<file path="config.mk">
export PLATFORM = sky130hd
export DESIGN_NAME = spim_top
export DESIGN_NICKNAME = d
export VERILOG_FILES = /design/src/rtl/spim_pkg.sv /design/src/rtl/spim_fifo.sv /design/src/rtl/spim_ctrl.sv /design/src/rtl/spim_datapath.sv /design/src/rtl/spim_top.sv
export SDC_FILE = /design/constraint.sdc
export NUM_CORES = 2
export LEC_CHECK = 0
export BUFFER_PORTS_ARGS = -buffer_cell sky130_fd_sc_hd__buf_2
export CAP_MARGIN = 20
export CELL_PAD_IN_SITES_DETAIL_PLACEMENT = 0
export CELL_PAD_IN_SITES_GLOBAL_PLACEMENT = 1
export CORE_ASPECT_RATIO = 0.9
export CORE_MARGIN = 2
export CORE_UTILIZATION = 45
export CTS_CLUSTER_DIAMETER = 120
export DETAILED_ROUTE_END_ITERATION = 10
export PLACE_DENSITY_LB_ADDON = 0.1
export SETUP_SLACK_MARGIN = 0.15
export SYNTH_ARGS = -nofsm -noshare
export SYNTH_HDL_FRONTEND = slang
export SYNTH_SLANG_ARGS = --single-unit
</file>
<file path="constraint.sdc">
create_clock -name clk -period 12 [get_ports clk]
set_clock_uncertainty 0.1 [all_clocks]
set_input_delay 0 -clock clk [delete_from_list [all_inputs] [get_ports clk]]
set_output_delay 0 -clock clk [all_outputs]
set_load 0.005 [all_outputs]
</file>
<file path="src/rtl/spim_pkg.sv">
package spim_pkg;

  localparam int DIV_W = 16;
  localparam int LEN_W = 5;

  typedef enum logic [2:0] {
    ADDR_MODE    = 3'd0,
    ADDR_TIMING  = 3'd1,
    ADDR_CTRL    = 3'd2,
    ADDR_STATUS  = 3'd3,
    ADDR_DATA    = 3'd4,
    ADDR_FEATURE = 3'd5
  } regAddr_e;

  // configuration seen by the shift engine
  typedef struct packed {
    logic             cpha;
    logic             cpol;
    logic             lsbFirst;
    logic             loopback;
    logic             coreEn;
    logic             txEn;
    logic             rxEn;
    logic             outEn;
    logic [DIV_W-1:0] divM1;
    logic [LEN_W-1:0] lenM1;
  } cfg_t;

  // single-cycle requests from control to datapath
  typedef struct packed {
    logic        txPush;
    logic        rxPop;
    logic        txClear;
    logic        rxClear;
    logic [31:0] wdata;
  } strobe_t;

endpackage

</file>
<file path="src/rtl/spim_fifo.sv">
module spim_fifo #(
  parameter int WIDTH = 32,
  parameter int DEPTH = 16,
  localparam int PTR_W = (DEPTH > 1) ? $clog2(DEPTH) : 1,
  localparam int LVL_W = $clog2(DEPTH + 1)
) (
  input  logic             clk,
  input  logic             rstN,
  input  logic             clear,
  input  logic             push,
  input  logic             pop,
  input  logic [WIDTH-1:0] wdata,
  output logic [WIDTH-1:0] rdata,
  output logic [LVL_W-1:0] level
);

  logic [WIDTH-1:0] mem [DEPTH];
  logic [PTR_W-1:0] wrPtr, rdPtr;
  logic             doPush, doPop;

  assign doPush = push && (level != LVL_W'(DEPTH));
  assign doPop  = pop && (level != '0);
  assign rdata  = mem[rdPtr];

  function automatic logic [PTR_W-1:0] nextPtr(input logic [PTR_W-1:0] p);
    return (p == PTR_W'(DEPTH - 1)) ? '0 : p + 1'b1;
  endfunction

  always_ff @(posedge clk or negedge rstN) begin
    if (!rstN) begin
      wrPtr <= '0;
      rdPtr <= '0;
      level <= '0;
    end else if (clear) begin
      wrPtr <= '0;
      rdPtr <= '0;
      level <= '0;
    end else begin
      if (doPush) wrPtr <= nextPtr(wrPtr);
      if (doPop)  rdPtr <= nextPtr(rdPtr);
      if (doPush && !doPop)      level <= level + 1'b1;
      else if (doPop && !doPush) level <= level - 1'b1;
    end
  end

  always_ff @(posedge clk) begin
    if (doPush && !clear) mem[wrPtr] <= wdata;
  end

endmodule

</file>
<file path="src/rtl/spim_ctrl.sv">
module spim_ctrl
  import spim_pkg::*;
#(
  parameter int FIFO_DEPTH = 16,
  parameter int MAX_BITS   = 32,
  parameter int CS_COUNT   = 4,
  localparam int LVL_W     = $clog2(FIFO_DEPTH + 1),
  localparam int CSI_W     = (CS_COUNT > 1) ? $clog2(CS_COUNT) : 1
) (
  input  logic                clk,
  input  logic                rstN,
  input  logic [2:0]          busAddr,
  input  logic                busWrite,
  input  logic                busRead,
  input  logic [31:0]         busWdata,
  output logic [31:0]         busRdata,
  output cfg_t                cfg,
  output strobe_t             strobe,
  output logic [CS_COUNT-1:0] csOut,
  input  logic [LVL_W-1:0]    txLevel,
  input  logic [LVL_W-1:0]    rxLevel,
  input  logic [31:0]         rxData,
  input  logic                engineActive
);

  logic [3:0]       modeReg;
  logic [DIV_W-1:0] divReg;
  logic [LEN_W-1:0] lenReg;
  logic [3:0]       enReg;      // outEn, rxEn, txEn, coreEn
  logic             fsLevel;
  logic [CSI_W-1:0] csIndex;

  logic wrMode, wrTiming, wrCtrl;
  logic rxFull, txRoom, busyFlag;

  assign wrMode   = busWrite && (busAddr == ADDR_MODE);
  assign wrTiming = busWrite && (busAddr == ADDR_TIMING);
  assign wrCtrl   = busWrite && (busAddr == ADDR_CTRL);

  always_ff @(posedge clk or negedge rstN) begin
    if (!rstN) begin
      modeReg <= '0;
      divReg  <= '0;
      lenReg  <= '0;
      enReg   <= '0;
      fsLevel <= 1'b0;
      csIndex <= '0;
    end else begin
      if (wrMode) modeReg <= busWdata[3:0];
      if (wrTiming) begin
        divReg <= busWdata[15:0];
        lenReg <= busWdata[20:16];
      end
      if (wrCtrl) begin
        enReg   <= busWdata[3:0];
        fsLevel <= busWdata[9];
        csIndex <= busWdata[10 +: CSI_W];
      end
    end
  end

  always_comb begin
    cfg.cpha     = modeReg[0];
    cfg.cpol     = modeReg[1];
    cfg.lsbFirst = modeReg[2];
    cfg.loopback = modeReg[3];
    cfg.coreEn   = enReg[0];
    cfg.txEn     = enReg[1];
    cfg.rxEn     = enReg[2];
    cfg.outEn    = enReg[3];
    cfg.divM1    = divReg;
    cfg.lenM1    = lenReg;
  end

  always_comb begin
    strobe.txPush  = busWrite && (busAddr == ADDR_DATA);
    strobe.rxPop   = busRead && (busAddr == ADDR_DATA);
    strobe.txClear = wrCtrl && busWdata[4];
    strobe.rxClear = wrCtrl && busWdata[5];
    strobe.wdata   = busWdata;
  end

  assign rxFull   = (rxLevel == LVL_W'(FIFO_DEPTH));
  assign txRoom   = (txLevel != LVL_W'(FIFO_DEPTH));
  assign busyFlag = engineActive || (txLevel != '0);

  always_comb begin
    busRdata = '0;
    case (busAddr)
      ADDR_MODE:    busRdata[3:0] = modeReg;
      ADDR_TIMING:  busRdata = {11'd0, lenReg, divReg};
      ADDR_CTRL: begin
        busRdata[3:0]          = enReg;
        busRdata[9]            = fsLevel;
        busRdata[10 +: CSI_W]  = csIndex;
      end
      ADDR_STATUS: begin
        busRdata[0]     = rxFull;
        busRdata[1]     = txRoom;
        busRdata[2]     = busyFlag;
        busRdata[8:4]   = 5'(rxLevel);
        busRdata[16:12] = 5'(txLevel);
      end
      ADDR_DATA:    busRdata = (rxLevel != '0) ? rxData : 32'd0;
      ADDR_FEATURE: busRdata = {5'd0, 1'b1, 2'd0, 8'(FIFO_DEPTH - 1),
                                8'(FIFO_DEPTH - 1), 8'(MAX_BITS - 1)};
      default:      busRdata = '0;
    endcase
  end

  for (genvar i = 0; i < CS_COUNT; i++) begin : g_cs
    assign csOut[i] = (csIndex == CSI_W'(i)) ? fsLevel : 1'b1;
  end

endmodule

</file>
<file path="src/rtl/spim_datapath.sv">
module spim_datapath
  import spim_pkg::*;
#(
  parameter int FIFO_DEPTH = 16,
  parameter int MAX_BITS   = 32,
  localparam int LVL_W     = $clog2(FIFO_DEPTH + 1),
  localparam int EDGE_W    = LEN_W + 1
) (
  input  logic             clk,
  input  logic             rstN,
  input  cfg_t             cfg,
  input  strobe_t          strobe,
  input  logic             miso,
  output logic             sclk,
  output logic             mosi,
  output logic             mosiOe,
  output logic [LVL_W-1:0] txLevel,
  output logic [LVL_W-1:0] rxLevel,
  output logic [31:0]      rxData,
  output logic             engineActive
);

  logic [31:0]         txHead;
  logic                startFrame, rxPush;
  logic [31:0]         rxPushData;

  logic                active, phase, lsbLatched;
  logic [DIV_W-1:0]    halfCnt, halfLimit;
  logic [EDGE_W-1:0]   edgeCnt;
  logic [LEN_W-1:0]    lenLatched;
  logic [MAX_BITS-1:0] txShift, rxShift, rxNext, rxFinal;
  logic                halfTick, lastEdge, sampleEdge, shiftEdge;
  logic                txBit, bitIn;
  logic [5:0]          alignShift;

  spim_fifo #(.WIDTH(32), .DEPTH(FIFO_DEPTH)) uTxFifo (
    .clk(clk), .rstN(rstN), .clear(strobe.txClear), .push(strobe.txPush),
    .pop(startFrame), .wdata(strobe.wdata), .rdata(txHead), .level(txLevel)
  );

  spim_fifo #(.WIDTH(32), .DEPTH(FIFO_DEPTH)) uRxFifo (
    .clk(clk), .rstN(rstN), .clear(strobe.rxClear), .push(rxPush),
    .pop(strobe.rxPop), .wdata(rxPushData), .rdata(rxData), .level(rxLevel)
  );

  assign halfLimit  = (cfg.divM1 == '0) ? DIV_W'(1) : cfg.divM1;
  assign halfTick   = active && (halfCnt == halfLimit);
  assign lastEdge   = (edgeCnt == {lenLatched, 1'b1});
  assign sampleEdge = (edgeCnt[0] == cfg.cpha);
  assign shiftEdge  = cfg.cpha ? (!edgeCnt[0] && (edgeCnt != '0))
                               : (edgeCnt[0] && !lastEdge);
  assign startFrame = !active && cfg.coreEn && cfg.txEn && (txLevel != '0);

  assign txBit = lsbLatched ? txShift[0] : txShift[lenLatched];
  assign bitIn = cfg.loopback ? txBit : miso;

  assign rxNext  = lsbLatched ? {bitIn, rxShift[MAX_BITS-1:1]}
                              : {rxShift[MAX_BITS-2:0], bitIn};
  assign rxFinal = sampleEdge ? rxNext : rxShift;
  assign alignShift = 6'(MAX_BITS - 1) - {1'b0, lenLatched};
  assign rxPushData = 32'(lsbLatched ? (rxFinal >> alignShift) : rxFinal);
  assign rxPush     = halfTick && cfg.coreEn && lastEdge && cfg.rxEn;

  always_ff @(posedge clk or negedge rstN) begin
    if (!rstN) begin
      active     <= 1'b0;
      phase      <= 1'b0;
      halfCnt    <= '0;
      edgeCnt    <= '0;
      txShift    <= '0;
      rxShift    <= '0;
      lenLatched <= '0;
      lsbLatched <= 1'b0;
    end else if (active && !cfg.coreEn) begin
      active <= 1'b0;
      phase  <= 1'b0;
    end else if (startFrame) begin
      active     <= 1'b1;
      phase      <= 1'b0;
      halfCnt    <= '0;
      edgeCnt    <= '0;
      txShift    <= MAX_BITS'(txHead);
      rxShift    <= '0;
      lenLatched <= cfg.lenM1;
      lsbLatched <= cfg.lsbFirst;
    end else if (active) begin
      if (halfTick) begin
        halfCnt <= '0;
        phase   <= ~phase;
        edgeCnt <= edgeCnt + 1'b1;
        if (sampleEdge) rxShift <= rxNext;
        if (shiftEdge)  txShift <= lsbLatched ? (txShift >> 1) : (txShift << 1);
        if (lastEdge)   active <= 1'b0;
      end else begin
        halfCnt <= halfCnt + 1'b1;
      end
    end
  end

  assign sclk         = cfg.cpol ^ phase;
  assign mosiOe       = cfg.coreEn && cfg.outEn;
  assign mosi         = mosiOe && txBit;
  assign engineActive = active;

endmodule

</file>
<file path="src/rtl/spim_top.sv">
module spim_top
  import spim_pkg::*;
#(
  parameter int FIFO_DEPTH = 16,
  parameter int MAX_BITS   = 32,
  parameter int CS_COUNT   = 4,
  localparam int LVL_W     = $clog2(FIFO_DEPTH + 1)
) (
  input  logic                clk,
  input  logic                rstN,
  input  logic [2:0]          busAddr,
  input  logic                busWrite,
  input  logic                busRead,
  input  logic [31:0]         busWdata,
  output logic [31:0]         busRdata,
  output logic                sclk,
  output logic                mosi,
  output logic                mosiOe,
  input  logic                miso,
  output logic [CS_COUNT-1:0] csOut
);

  cfg_t             cfgBus;
  strobe_t          strobeBus;
  logic [LVL_W-1:0] txLevel, rxLevel;
  logic [31:0]      rxData;
  logic             engineActive;
  logic             cpolLive;

  assign cpolLive = cfgBus.cpol;

  spim_ctrl #(.FIFO_DEPTH(FIFO_DEPTH), .MAX_BITS(MAX_BITS), .CS_COUNT(CS_COUNT)) uCtrl (
    .clk(clk), .rstN(rstN), .busAddr(busAddr), .busWrite(busWrite),
    .busRead(busRead), .busWdata(busWdata), .busRdata(busRdata),
    .cfg(cfgBus), .strobe(strobeBus), .csOut(csOut),
    .txLevel(txLevel), .rxLevel(rxLevel), .rxData(rxData),
    .engineActive(engineActive)
  );

  spim_datapath #(.FIFO_DEPTH(FIFO_DEPTH), .MAX_BITS(MAX_BITS)) uData (
    .clk(clk), .rstN(rstN), .cfg(cfgBus), .strobe(strobeBus), .miso(miso),
    .sclk(sclk), .mosi(mosi), .mosiOe(mosiOe), .txLevel(txLevel),
    .rxLevel(rxLevel), .rxData(rxData), .engineActive(engineActive)
  );

endmodule

</file>
==> results by group <==
Power
  • Pleak: 18.07 nW
  • PwrDens: 204.4 mW/mm²
  • Worst IR Drop VDD: 0.0001211 V

Yosys
  • Flops & latches, synth: 1176
  • Area share of fa/ha/maj cells after synthesis: 0.5852%
  • Main synth FF type: edfxtp_1
  • Post-synth EDFFs: 1024
  • Sequential share of the synthesized area: 69.65%
  • Synth cell types: 69
  • Multiplexer area fraction after synthesis: 20.09%
  • Post-Synth XOR/XNOR Area: 0.7769%
  • Largest family of logic cells by synthesized area: multiplexers
  • Post-Synthesis Cells: 2653
  • Synth warnings: 0
  • Synth Area in Simple Gates: 3.637%
  • Async SR Flop Fraction: 12.93%
  • Compound-gate portion of the synthesized area: 3.682%
  • Mapped cell area: 0.04961 mm²
  • Syn avg cell area: 18.70 µm²
  • Syn_nets: 2715

Drt
  • Met3 Wirelength: 7.476 mm
  • DRC violations left: 0
  • DR pass1 iterations: 6
  • Via density: 6.025
  • Total routed wirelength: 126.5 mm
  • 1st-iter DRT viols: 2887
  • Top sig layer: met5
  • WL per Instance: 28.86 µm
  • Final ANT Viol Nets: 0
  • Wire length on met2: 55.96 mm
  • Vias: 26.42k
  • Met1 Wirelength: 61.25 mm

Global routing
  • Vias in the first global route: 27.07k
  • Antenna violations before repair: 5
  • Grt ovf: 0
  • First-pass GRT wire length: 187.4 mm
  • Largest net degree at the start of global routing: 74
  • GRT Total Usage: 22.65%

Place
  • Place WS: 7.493 ns
  • I/O Buffers: 78
  • Cells after DPL: 4116
  • Dpl cell area: 0.05217 mm²
  • Gpl congestion: 0.8733
  • DP HPWL: 75.45 mm

Timing
  • Worst slew margin: 15.20%
  • Tmin final: 4.673 ns
  • Worst-Margin Slew: 1.272 ns
  • Final Cycle Share: 38.94%
  • Final hold vios: 0
  • RSZ-0062 raised after global routing: false
  • # setup viols final: 0
  • Hold WS: 0.08322 ns
  • Final WS setup: 7.327 ns
  • Fmax: 214.0 MHz
  • Max Slew Vio Count: 0
  • Sum Neg Setup Slack: 0 ns

Hold path
  • Hold Startpoint: miso
  • Hold Path Depth: 6
  • Hold endpoint: uData.rxShift[0]
  • Type of the most critical hold path: primary input to register

Flow run
  • Max_cap viols: 0

Setup path
  • Critical Path RT: 11.90 ns
  • Worst R2R Setup Slack: 7.46 ns
  • CP max-delay cell: buf_4
  • R2R Path Start: uData.lsbLatched
  • Delay-heaviest family, CP: buffers and inverters
  • Startpoint class of the critical path: register
  • CP Data Arrival Time: 4.57 ns
  • Crit-path cells: buf_4 -> buf_4 -> mux4_2 -> mux4_2 -> nor2b_1 -> o21ai_0 -> a21oi_1 -> buf_2
  • CP Capture Type: output pin
  • R2r worst-path depth: 8
  • Critical path buffer and inverter count: 3
  • FF-to-FF End: uData.uRxFifo.mem[8][4]
  • CP max FO: 64
  • Crit-path max cell delay: 0.86 ns
  • Critical path class: register to output pin

CTS
  • Clk pin slew, worst setup/hold paths: 0.06 ns
  • CTS Hold Bufs: 41
  • Num CTS Buffers: 119
  • Post-CTS Setup Bufs: 0
  • CTS Buffer Depth: 3
  • CTS tree: built
  • Worst skew pair latency: 0.72 ns
  • CTS H-tree lvls: 3
  • Clk sinks: 1176
  • Post_cts resized: 0
  • Clk root buf: clkbuf_16

Finish
  • Layout cells sized above 1: 28.92%
  • Non-filler cells, final: 4385
  • Area of the multi-input gates: 0.01454 mm²
  • Final instance area: 0.05657 mm²
  • Fillcell total: 8865
  • Register area: 0.03458 mm²
  • Most common cell after layout, fill and taps aside: edfxtp_1
  • NumNets Final: 2883
  • Most frequent cells in the layout: edfxtp_1 (1024), mux4_2 (345), nand2_1 (155)
  • Synth-to-Final Area Change: 14.03%

Die
  • Initial Utilization: 45.36%
  • Core Area: 0.1094 mm²
  • Die Wd: 354.0 µm
  • Die ar.: 0.1129 mm²
  • Die Y: 319.0 µm
  • Placement Rows: 115
  • I/O pin cnt: 79

Run status
  • Outcome: finished, final reports clean
[sequential cells by signal, indices dropped and copies added (netlist names)]
name,flops
uCtrl.enReg,4
uCtrl.csIndex,2
uData.uRxFifo.mem,512
uData.lenLatched,5
uData.engineActive,1
uCtrl.fsLevel,1
uCtrl.modeReg,4
uData.uTxFifo.level,5
uData.uTxFifo.rdPtr,4
uData.halfCnt,16
uData.uTxFifo.wrPtr,4
uData.uRxFifo.wrPtr,4
uData.phase,1
uCtrl.lenReg,5
uData.uRxFifo.level,5
uData.lsbLatched,1
uData.txShift,32
uData.uRxFifo.rdPtr,4
uCtrl.divReg,16
uData.uTxFifo.mem,512
uData.edgeCnt,6
uData.rxShift,32
[report_power, final]
part,total (mW),switching [mW],leakage (nW),internal [mW]
Sequential,4.96,0.283,10.9,4.68
Clock,3.69,1.54,1.89,2.16
Combinational,2.91,1.58,5.31,1.33
Total,11.6,3.40,18.1,8.17
[synth_stat cells (all sizes together) (20+ instances only)]
library cell     n  area [µm²]
o21ai           90       450.4
o22ai           31       193.9
ha              20       250.2
nand3           21       105.1
mux2i          114        1149
buf             66       311.5
a21oi           28       140.1
o31ai           36       270.3
mux4           345        7770
nor4            23       143.9
mux2            93        1047
dfrtp          152        3804
clkbuf          97       364.1
nor2            97       364.1
inv             27       101.4
xnor2           27       262.8
edfxtp        1024       30750
nand2          155       581.8
[worst register-to-register path, stage by stage, from the launching register on]
cell	delay [ns]
dfrtp_4	0.79
buf_4	0.82
mux2_2	0.34
mux2i_2	0.14
mux4_2	0.54
o22a_1	0.23
nand2_1	0.08
o211ai_1	0.12
a22oi_1	1.00
[routing by layer]
layer  track usage, %  vias to the layer above
met3            3.296                      143
met4            4.284                        4
met2            32.63                      818
li1                 -                    11210
met1            36.83                    14250
met5                0                        -
[worst max-delay path by stage]
stage	start	end	slack [ns]	depth (start not counted)
final	uData.uRxFifo.rdPtr[1]	busRdata[19]	7.33	8
after global routing	uData.uRxFifo.rdPtr[1]	busRdata[19]	7.09	8
after CTS	uData.uRxFifo.rdPtr[0]	busRdata[17]	7.17	7
after detailed placement	uData.lsbLatched	uData.uRxFifo.mem[6][4]	7.49	8
after global placement	uData.lenLatched[0]	uData.uRxFifo.mem[12][24]	7.19	7
after floorplan	uCtrl.divReg[9]	uData.uRxFifo.mem[11][0]	6.21	7
[through the flow]
stage	utilization (%)	total power, mW
after floorplan	-	7.030
final	51.73	11.56
after CTS	51.67	11.67
after global placement	47.60	7.918
after detailed placement	47.70	7.947
after global routing	51.72	12.06
[area by class of cell]
class / count / area share [%]
Clock inverter: 72 / 1.248
Multi-Input combinational cell: 1286 / 25.71
Inverter: 28 / 0.1858
Timing Repair Buffer: 210 / 2.838
Tap cell: 1462 / 3.234
Clock buffer: 150 / 5.654
Sequential cell: 1176 / 61.13
Antenna cell: 1 / 0.004424
[cells by family after synthesis]
family,count (synthesis)
XOR/XNOR,41
buffers and inverters,191
adder cells (fa/ha/maj),22
flip-flops,1176
AND/OR/NAND/NOR,394
AO/OA/AOI/OAI,277
multiplexers,552
Note: power is estimated with default switching activity, not from simulation.
